## src/rtl/eprom_prog_pkg.sv

```systemverilog
// Shared types for the EPROM programming sequencer.
// Assumes: nothing beyond the type definitions below.
package eprom_prog_pkg;
    typedef enum logic [2:0] {
        S_IDLE,    // waiting for start
        S_SETUP,   // address and data settle, strobe inactive
        S_PULSE,   // normal programming strobe
        S_VERIFY,  // program-verify read
        S_OVER,    // closing strobe of a location
        S_READ,    // final read pass at normal supply
        S_FINISH   // one cycle before returning to idle
    } seq_state_t;
endpackage

```

## src/rtl/eprom_pulse_timer.sv

```systemverilog
// Down-counting interval timer shared by every timed phase.
// Assumes: load wins over counting; expired is high while the count is zero.
module eprom_pulse_timer #(
    parameter int CNT_W = 17
) (
    input  logic             clk,
    input  logic             rst_n,
    input  logic             load,
    input  logic [CNT_W-1:0] load_val,
    output logic             expired
);
    logic [CNT_W-1:0] cnt;

    // Load a new interval or count down to zero and hold there.
    always_ff @(posedge clk) begin
        if (!rst_n)          cnt <= '0;
        else if (load)       cnt <= load_val;
        else if (cnt != '0)  cnt <= cnt - 1'b1;
    end

    assign expired = (cnt == '0);
endmodule

```

## src/rtl/eprom_addr_ctr.sv

```systemverilog
// Location address counter with last-address detect.
// Assumes: clear has priority over increment.
module eprom_addr_ctr #(
    parameter int ADDR_W = 15
) (
    input  logic              clk,
    input  logic              rst_n,
    input  logic              clear,
    input  logic              inc,
    output logic [ADDR_W-1:0] addr,
    output logic              at_last
);
    // Step through the address space in ascending order.
    always_ff @(posedge clk) begin
        if (!rst_n)      addr <= '0;
        else if (clear)  addr <= '0;
        else if (inc)    addr <= addr + 1'b1;
    end

    assign at_last = (addr == {ADDR_W{1'b1}});
endmodule

```

## src/rtl/eprom_retry_ctr.sv

```systemverilog
// Counts normal programming strobes given to the current location.
// Assumes: inc is never requested once at_limit is high.
module eprom_retry_ctr #(
    parameter int MAX_PULSES = 25,
    localparam int CNT_W     = $clog2(MAX_PULSES + 1)
) (
    input  logic             clk,
    input  logic             rst_n,
    input  logic             clear,
    input  logic             inc,
    output logic [CNT_W-1:0] count,
    output logic             at_limit
);
    // Track the strobe count for the location being programmed.
    always_ff @(posedge clk) begin
        if (!rst_n)      count <= '0;
        else if (clear)  count <= '0;
        else if (inc)    count <= count + 1'b1;
    end

    assign at_limit = (count == CNT_W'(MAX_PULSES));
endmodule

```

## src/rtl/eprom_prog_seq.sv

```systemverilog
// Programming sequencer: for each location it gives fixed-width strobes
// with a verify read after each one. On a match it gives a closing strobe
// of 3 x (strobes given) x PULSE_CYC cycles. It stops with a failure when
// the retry limit is reached. After the last address it drops the supplies
// and reads every location again.
// Assumes: img_data follows dev_addr combinationally; dev_q is valid after
// SETTLE_CYC cycles of a read; supply rails settle within SETTLE_CYC.
module eprom_prog_seq #(
    parameter int ADDR_W     = 15,
    parameter int DATA_W     = 8,
    parameter int PULSE_CYC  = 1000,
    parameter int MAX_PULSES = 25,
    parameter int SETTLE_CYC = 2
) (
    input  logic              clk,
    input  logic              rst_n,
    input  logic              start,
    input  logic [DATA_W-1:0] img_data,
    input  logic [DATA_W-1:0] dev_q,
    output logic [ADDR_W-1:0] dev_addr,
    output logic [DATA_W-1:0] dev_d,
    output logic              dev_d_oe,
    output logic              dev_ce_n,
    output logic              dev_oe_n,
    output logic              vcc_hi_req,
    output logic              vpp_hi_req,
    output logic              busy,
    output logic              loc_done,
    output logic              loc_pass,
    output logic              done,
    output logic              fail
);
    import eprom_prog_pkg::*;

    localparam int PCNT_W   = $clog2(MAX_PULSES + 1);
    localparam int OVER_MAX = 3 * MAX_PULSES * PULSE_CYC;
    localparam int TMR_W    = $clog2(OVER_MAX + PULSE_CYC + SETTLE_CYC + 1);
    localparam logic [TMR_W-1:0] PULSE_LD  = TMR_W'(PULSE_CYC - 1);
    localparam logic [TMR_W-1:0] SETTLE_LD = TMR_W'(SETTLE_CYC - 1);
    localparam logic [TMR_W-1:0] OVER_STEP = TMR_W'(3 * PULSE_CYC);

    seq_state_t        state, nxt;
    logic              tmr_load, tmr_zero;
    logic [TMR_W-1:0]  tmr_val, over_ld;
    logic              addr_clr, addr_inc, at_last;
    logic              pc_clr, pc_inc, pc_limit;
    logic [PCNT_W-1:0] pc_cnt;
    logic              supp_hi, supp_set, supp_clr;
    logic              over_pend, over_set, over_clr;
    logic              go, set_fail, loc_evt, loc_ok, match;

    eprom_pulse_timer #(.CNT_W(TMR_W)) u_tmr (
        .clk(clk), .rst_n(rst_n), .load(tmr_load), .load_val(tmr_val),
        .expired(tmr_zero)
    );

    eprom_addr_ctr #(.ADDR_W(ADDR_W)) u_addr (
        .clk(clk), .rst_n(rst_n), .clear(addr_clr), .inc(addr_inc),
        .addr(dev_addr), .at_last(at_last)
    );

    eprom_retry_ctr #(.MAX_PULSES(MAX_PULSES)) u_retry (
        .clk(clk), .rst_n(rst_n), .clear(pc_clr), .inc(pc_inc),
        .count(pc_cnt), .at_limit(pc_limit)
    );

    assign match   = (dev_q == img_data);
    assign over_ld = TMR_W'(pc_cnt) * OVER_STEP - TMR_W'(1);

    // Next state and the control strobes for the counters and the timer.
    always_comb begin
        nxt = state;
        tmr_load = 1'b0;  tmr_val = SETTLE_LD;
        addr_clr = 1'b0;  addr_inc = 1'b0;
        pc_clr = 1'b0;    pc_inc = 1'b0;
        supp_set = 1'b0;  supp_clr = 1'b0;
        over_set = 1'b0;  over_clr = 1'b0;
        go = 1'b0;  set_fail = 1'b0;  loc_evt = 1'b0;  loc_ok = 1'b0;
        case (state)
            S_IDLE: if (start) begin
                go = 1'b1;  nxt = S_SETUP;  tmr_load = 1'b1;
                addr_clr = 1'b1;  pc_clr = 1'b1;
                supp_set = 1'b1;  over_clr = 1'b1;
            end
            S_SETUP: if (tmr_zero) begin
                tmr_load = 1'b1;
                if (over_pend) begin
                    nxt = S_OVER;  tmr_val = over_ld;
                end else begin
                    nxt = S_PULSE;  tmr_val = PULSE_LD;  pc_inc = 1'b1;
                end
            end
            S_PULSE: if (tmr_zero) begin
                nxt = S_VERIFY;  tmr_load = 1'b1;
            end
            S_VERIFY: if (tmr_zero) begin
                if (match) begin
                    nxt = S_SETUP;  tmr_load = 1'b1;  over_set = 1'b1;
                end else if (pc_limit) begin
                    nxt = S_FINISH;  loc_evt = 1'b1;
                    set_fail = 1'b1;  supp_clr = 1'b1;
                end else begin
                    nxt = S_SETUP;  tmr_load = 1'b1;
                end
            end
            S_OVER: if (tmr_zero) begin
                loc_evt = 1'b1;  loc_ok = 1'b1;
                over_clr = 1'b1;  pc_clr = 1'b1;  tmr_load = 1'b1;
                if (at_last) begin
                    nxt = S_READ;  addr_clr = 1'b1;  supp_clr = 1'b1;
                end else begin
                    nxt = S_SETUP;  addr_inc = 1'b1;
                end
            end
            S_READ: if (tmr_zero) begin
                if (!match) set_fail = 1'b1;
                if (at_last) nxt = S_FINISH;
                else begin
                    addr_inc = 1'b1;  tmr_load = 1'b1;
                end
            end
            S_FINISH: nxt = S_IDLE;
            default:  nxt = S_IDLE;
        endcase
    end

    // State register and the run-level flags.
    always_ff @(posedge clk) begin
        if (!rst_n) begin
            state <= S_IDLE;  supp_hi <= 1'b0;  over_pend <= 1'b0;
            fail <= 1'b0;  done <= 1'b0;  loc_done <= 1'b0;  loc_pass <= 1'b0;
        end else begin
            state    <= nxt;
            loc_done <= loc_evt;
            if (loc_evt)       loc_pass  <= loc_ok;
            if (supp_set)      supp_hi   <= 1'b1;
            else if (supp_clr) supp_hi   <= 1'b0;
            if (over_set)      over_pend <= 1'b1;
            else if (over_clr) over_pend <= 1'b0;
            if (go)            fail      <= 1'b0;
            else if (set_fail) fail      <= 1'b1;
            if (go)                     done <= 1'b0;
            else if (state == S_FINISH) done <= 1'b1;
        end
    end

    // Pin controls decoded from the registered state.
    assign dev_ce_n   = !(state == S_PULSE || state == S_OVER || state == S_READ);
    assign dev_oe_n   = !(state == S_VERIFY || state == S_READ);
    assign dev_d_oe   = (state == S_SETUP || state == S_PULSE || state == S_OVER);
    assign dev_d      = img_data;
    assign vcc_hi_req = supp_hi;
    assign vpp_hi_req = supp_hi;
    assign busy       = (state != S_IDLE);
endmodule

```

## config.mk

```make
export PLATFORM = sky130hd
export DESIGN_NAME = eprom_prog_seq
export DESIGN_NICKNAME = d
export VERILOG_FILES = /design/src/rtl/eprom_prog_pkg.sv /design/src/rtl/eprom_pulse_timer.sv /design/src/rtl/eprom_addr_ctr.sv /design/src/rtl/eprom_retry_ctr.sv /design/src/rtl/eprom_prog_seq.sv
export SDC_FILE = /design/constraint.sdc
export NUM_CORES = 1
export LEC_CHECK = 0
export BUFFER_PORTS_ARGS = -buffer_cell sky130_fd_sc_hd__clkbuf_2
export CORE_UTILIZATION = 45
export DETAILED_ROUTE_END_ITERATION = 10
export GPL_TIMING_DRIVEN = 0
export PLACE_DENSITY = 0.66
export SETUP_SLACK_MARGIN = 0.1
export SYNTH_ARGS = -nofsm -noshare
export SYNTH_HDL_FRONTEND = slang
export SYNTH_SLANG_ARGS = --single-unit
```

## constraint.sdc

```tcl
create_clock -name clk -period 11.85 [get_ports clk]
set_input_delay 1.7775 -clock clk [delete_from_list [all_inputs] [get_ports clk]]
set_output_delay 1.7775 -clock clk [all_outputs]
set_load 0.05 [all_outputs]
```

==> out/metrics.cfg <==
[status]
outcome = complete, no violations

[timing]
fin_worst_skew_ps = 14.4
max_clock_freq_mhz = 222
worst_pin_slew_ps = 725
slew_violations = 0
finalCritPeriodShare = 0.380
rsz0062_at_grt = false
min_period_ps = 4500
timing.slew.headroom = 0.513
hold_viol = 0
setup_tns_ps = 0
setup_viol = 0
whs_ps = 470

[cts]
clkSinkCount = 46
cts_resized = 0
cts.path.max_buffers = 2
clk_pin_slew_ps = 100
ctsRootBufferMaster = clkbuf_8
cts_hold_buffers = 0
clk_latency_ps = 310
cts_made_buffers = 5
cts_tree = yes
ctsHtreeMaxLevel = 2
postCtsSetupBuffers = 0

[power]
combPwrFrac = 0.561
switchingPower_uw = 332
power_leakage_nw = 1.86
power_density_mw_per_mm2 = 170
p_int_uw = 378
clkPwrFrac = 0.142
ir_drop_v = 0.000100
p_seq_frac = 0.297
swShare = 0.468

[setup_path]
required_ps = 12020
r2r_cells = 14
reg2reg_slack_ps = 7350
start_kind = flip-flop
critPathLaunch = u_retry.count[3]
worstSetupPathType = reg -> reg
path_max_fanout = 6
worstSetupEndpointType = flip-flop
reg2reg_to = u_tmr.cnt[15]
crit_end = u_tmr.cnt[15]
reg2reg_from = u_retry.count[3]
worstPathArrival_ps = 4670

[synth]
yosys_register_bits = 46
ys.flop_type = dfxtp_1
avgSynthCellArea_um2 = 8.28
ys_async_sr_fraction = 0
synth_common_cells = 46 x dfxtp_1, 46 x nor2_1, 36 x xnor2_1
yosysTopAreaCellShare = 0.248
syn_area_mm2 = 0.00371
synth_nets = 508
yosysWarnings = 0
ys_types = 62
ys_seq_area_frac = 0.248
synth_top_cell_by_area = dfxtp_1
synthCells = 448
synth-edff-count = 0
ys_top_cells_by_area = dfxtp_1 25%, ha_1 11%, xnor2_1 8.5%

[floorplan]
dieWidth_um = 92.8
initial_core_util = 0.473
die-height_um = 92.8
die_area_mm2 = 0.00861
core_mm2 = 0.00785
ios = 52
rows = 32

[global_route]
grt_pass1_wl_mm = 14.4
grt_antenna_before_repair = 0
grt_pass1_vias = 3132
track_usage = 0.209
grt_overflow = 0
grt_max_degree = 17

[drt]
viasPerCell = 5.50
firstDrtPassIters = 4
num_vias = 3348
avgRoutedWirePerCell_um = 13.9
drt_wl_total_mm = 8.45
ant_nets = 0
drc = 0
drt-initial-drc-count = 140

[cells_and_area]
nets = 566
final-seq-area_um2 = 921
fillers = 787
diodes = 0
syn2layout_area_growth_pct = 12.8
multi_input_area_mm2 = 0.00256
drive_gt1_frac = 0.168
postLayoutCellArea_mm2 = 0.00419

[worst_hold_path]
holdCritPathClass = reg -> reg

[placed_design]
portBuffers = 51
dp_hpwl_mm = 6.76
placed_area_mm2 = 0.00409
place.gp.congestion = 0.889

[job]
cap_violations = 0

==> metrics by stage <==
step	setup slack [ps]	utilization	cells	power, mW
after floorplan	7850	-	448	0.531
after global placement	7400	0.522	601	0.602
after detailed placement	7380	0.522	601	0.610
after CTS	7330	0.533	609	0.713
after global routing	7050	0.533	609	0.767
final	7350	0.533	609	0.710
==> layer usage <==
layer,wire length [um],global-route usage
met1,4150,0.294
met2,3850,0.333
met3,350,0.0304
met4,98,0.0538
met5,0,0
==> worst max-delay path, cell delays in order (launching register included) <==
cell and delay, ps:
dfxtp_1 470, inv_1 110, ha_1 330, fa_1 510, inv_1 80, fa_1 470
ha_1 330, o21ai_0 120, nor3_1 240, o21ai_0 170, a21oi_1 380, xor2_1 160
or4b_2 700, xnor2_1 180, o32ai_1 110
==> state kept, by name (all words and copies together) (netlist names) <==
name	flops
loc_pass	1
state	3
fail	1
loc_done	1
u_retry.count	5
u_tmr.cnt	17
over_pend	1
u_addr.addr	15
vcc_hi_req	1
done	1
==> worst min-delay path by stage <==
| stage | startpoint | to | slack (ps) | cells past startpoint |
|---|---|---|---|---|
| final | loc_pass | loc_pass | 470 | 2 |
| after global routing | loc_pass | loc_pass | 510 | 2 |
| after CTS | loc_pass | loc_pass | 470 | 2 |
| after detailed placement | loc_pass | loc_pass | 460 | 2 |
| after global placement | loc_pass | loc_pass | 450 | 2 |
| after floorplan | u_tmr.cnt[16] | u_tmr.cnt[16] | 520 | 2 |
==> placed cells by master, fill, tap and decap left out, drive strengths merged, types with 2 or more instances in the layout <==
cell type	instances
clkbuf	65
nor2	47
dfxtp	46
xnor2	36
ha	32
nand2	30
a21oi	30
inv	29
o21ai	22
nand3	19
xor2	18
nor3	14
buf	12
nand4	10
fa	9
or3	9
nor4	9
a31oi	7
and3	6
nor2b	5
nand2b	5
a22oi	5
a21o	3
o21bai	3
o32ai	3
o2111ai	2
o211ai	2
a211o	2
a211oi	2
nand3b	2
clkinvlp	2
or2	2
==> power by group through the flow <==
stage	registers, mW	clock network [mW]	logic, mW
finish	0.211	0.101	0.398
global route	0.215	0.110	0.442
CTS	0.211	0.104	0.398
detailed placement	0.214	0	0.395
global placement	0.213	0	0.390
floorplan	0.212	0	0.319
==> kinds of logic (layout without fill, tap and decap cells) <==
kind of cell | after synthesis | after routing | share of synthesized area
AOI/OAI and AO/OA | 91 | 91 | 0.153
xor gates and xnor gates | 54 | 54 | 0.127
adders and majority gates | 41 | 41 | 0.156
buffers and inverters | 49 | 108 | 0.0610
DFF | 46 | 46 | 0.248
muxes | 1 | 1 | 0.00270
and+or+nand+nor | 166 | 166 | 0.251
==> cell type report <==
cell class                 count  area share
timing repair buffer          51      0.0610
clock inverter                 3     0.00568
sequential                    46       0.220
inverter                      28      0.0251
multi-input combinational    353       0.612
clock buffer                   5      0.0164
buffer                        21      0.0290
tap                          102      0.0305
Power figures use the tool's default switching activity.
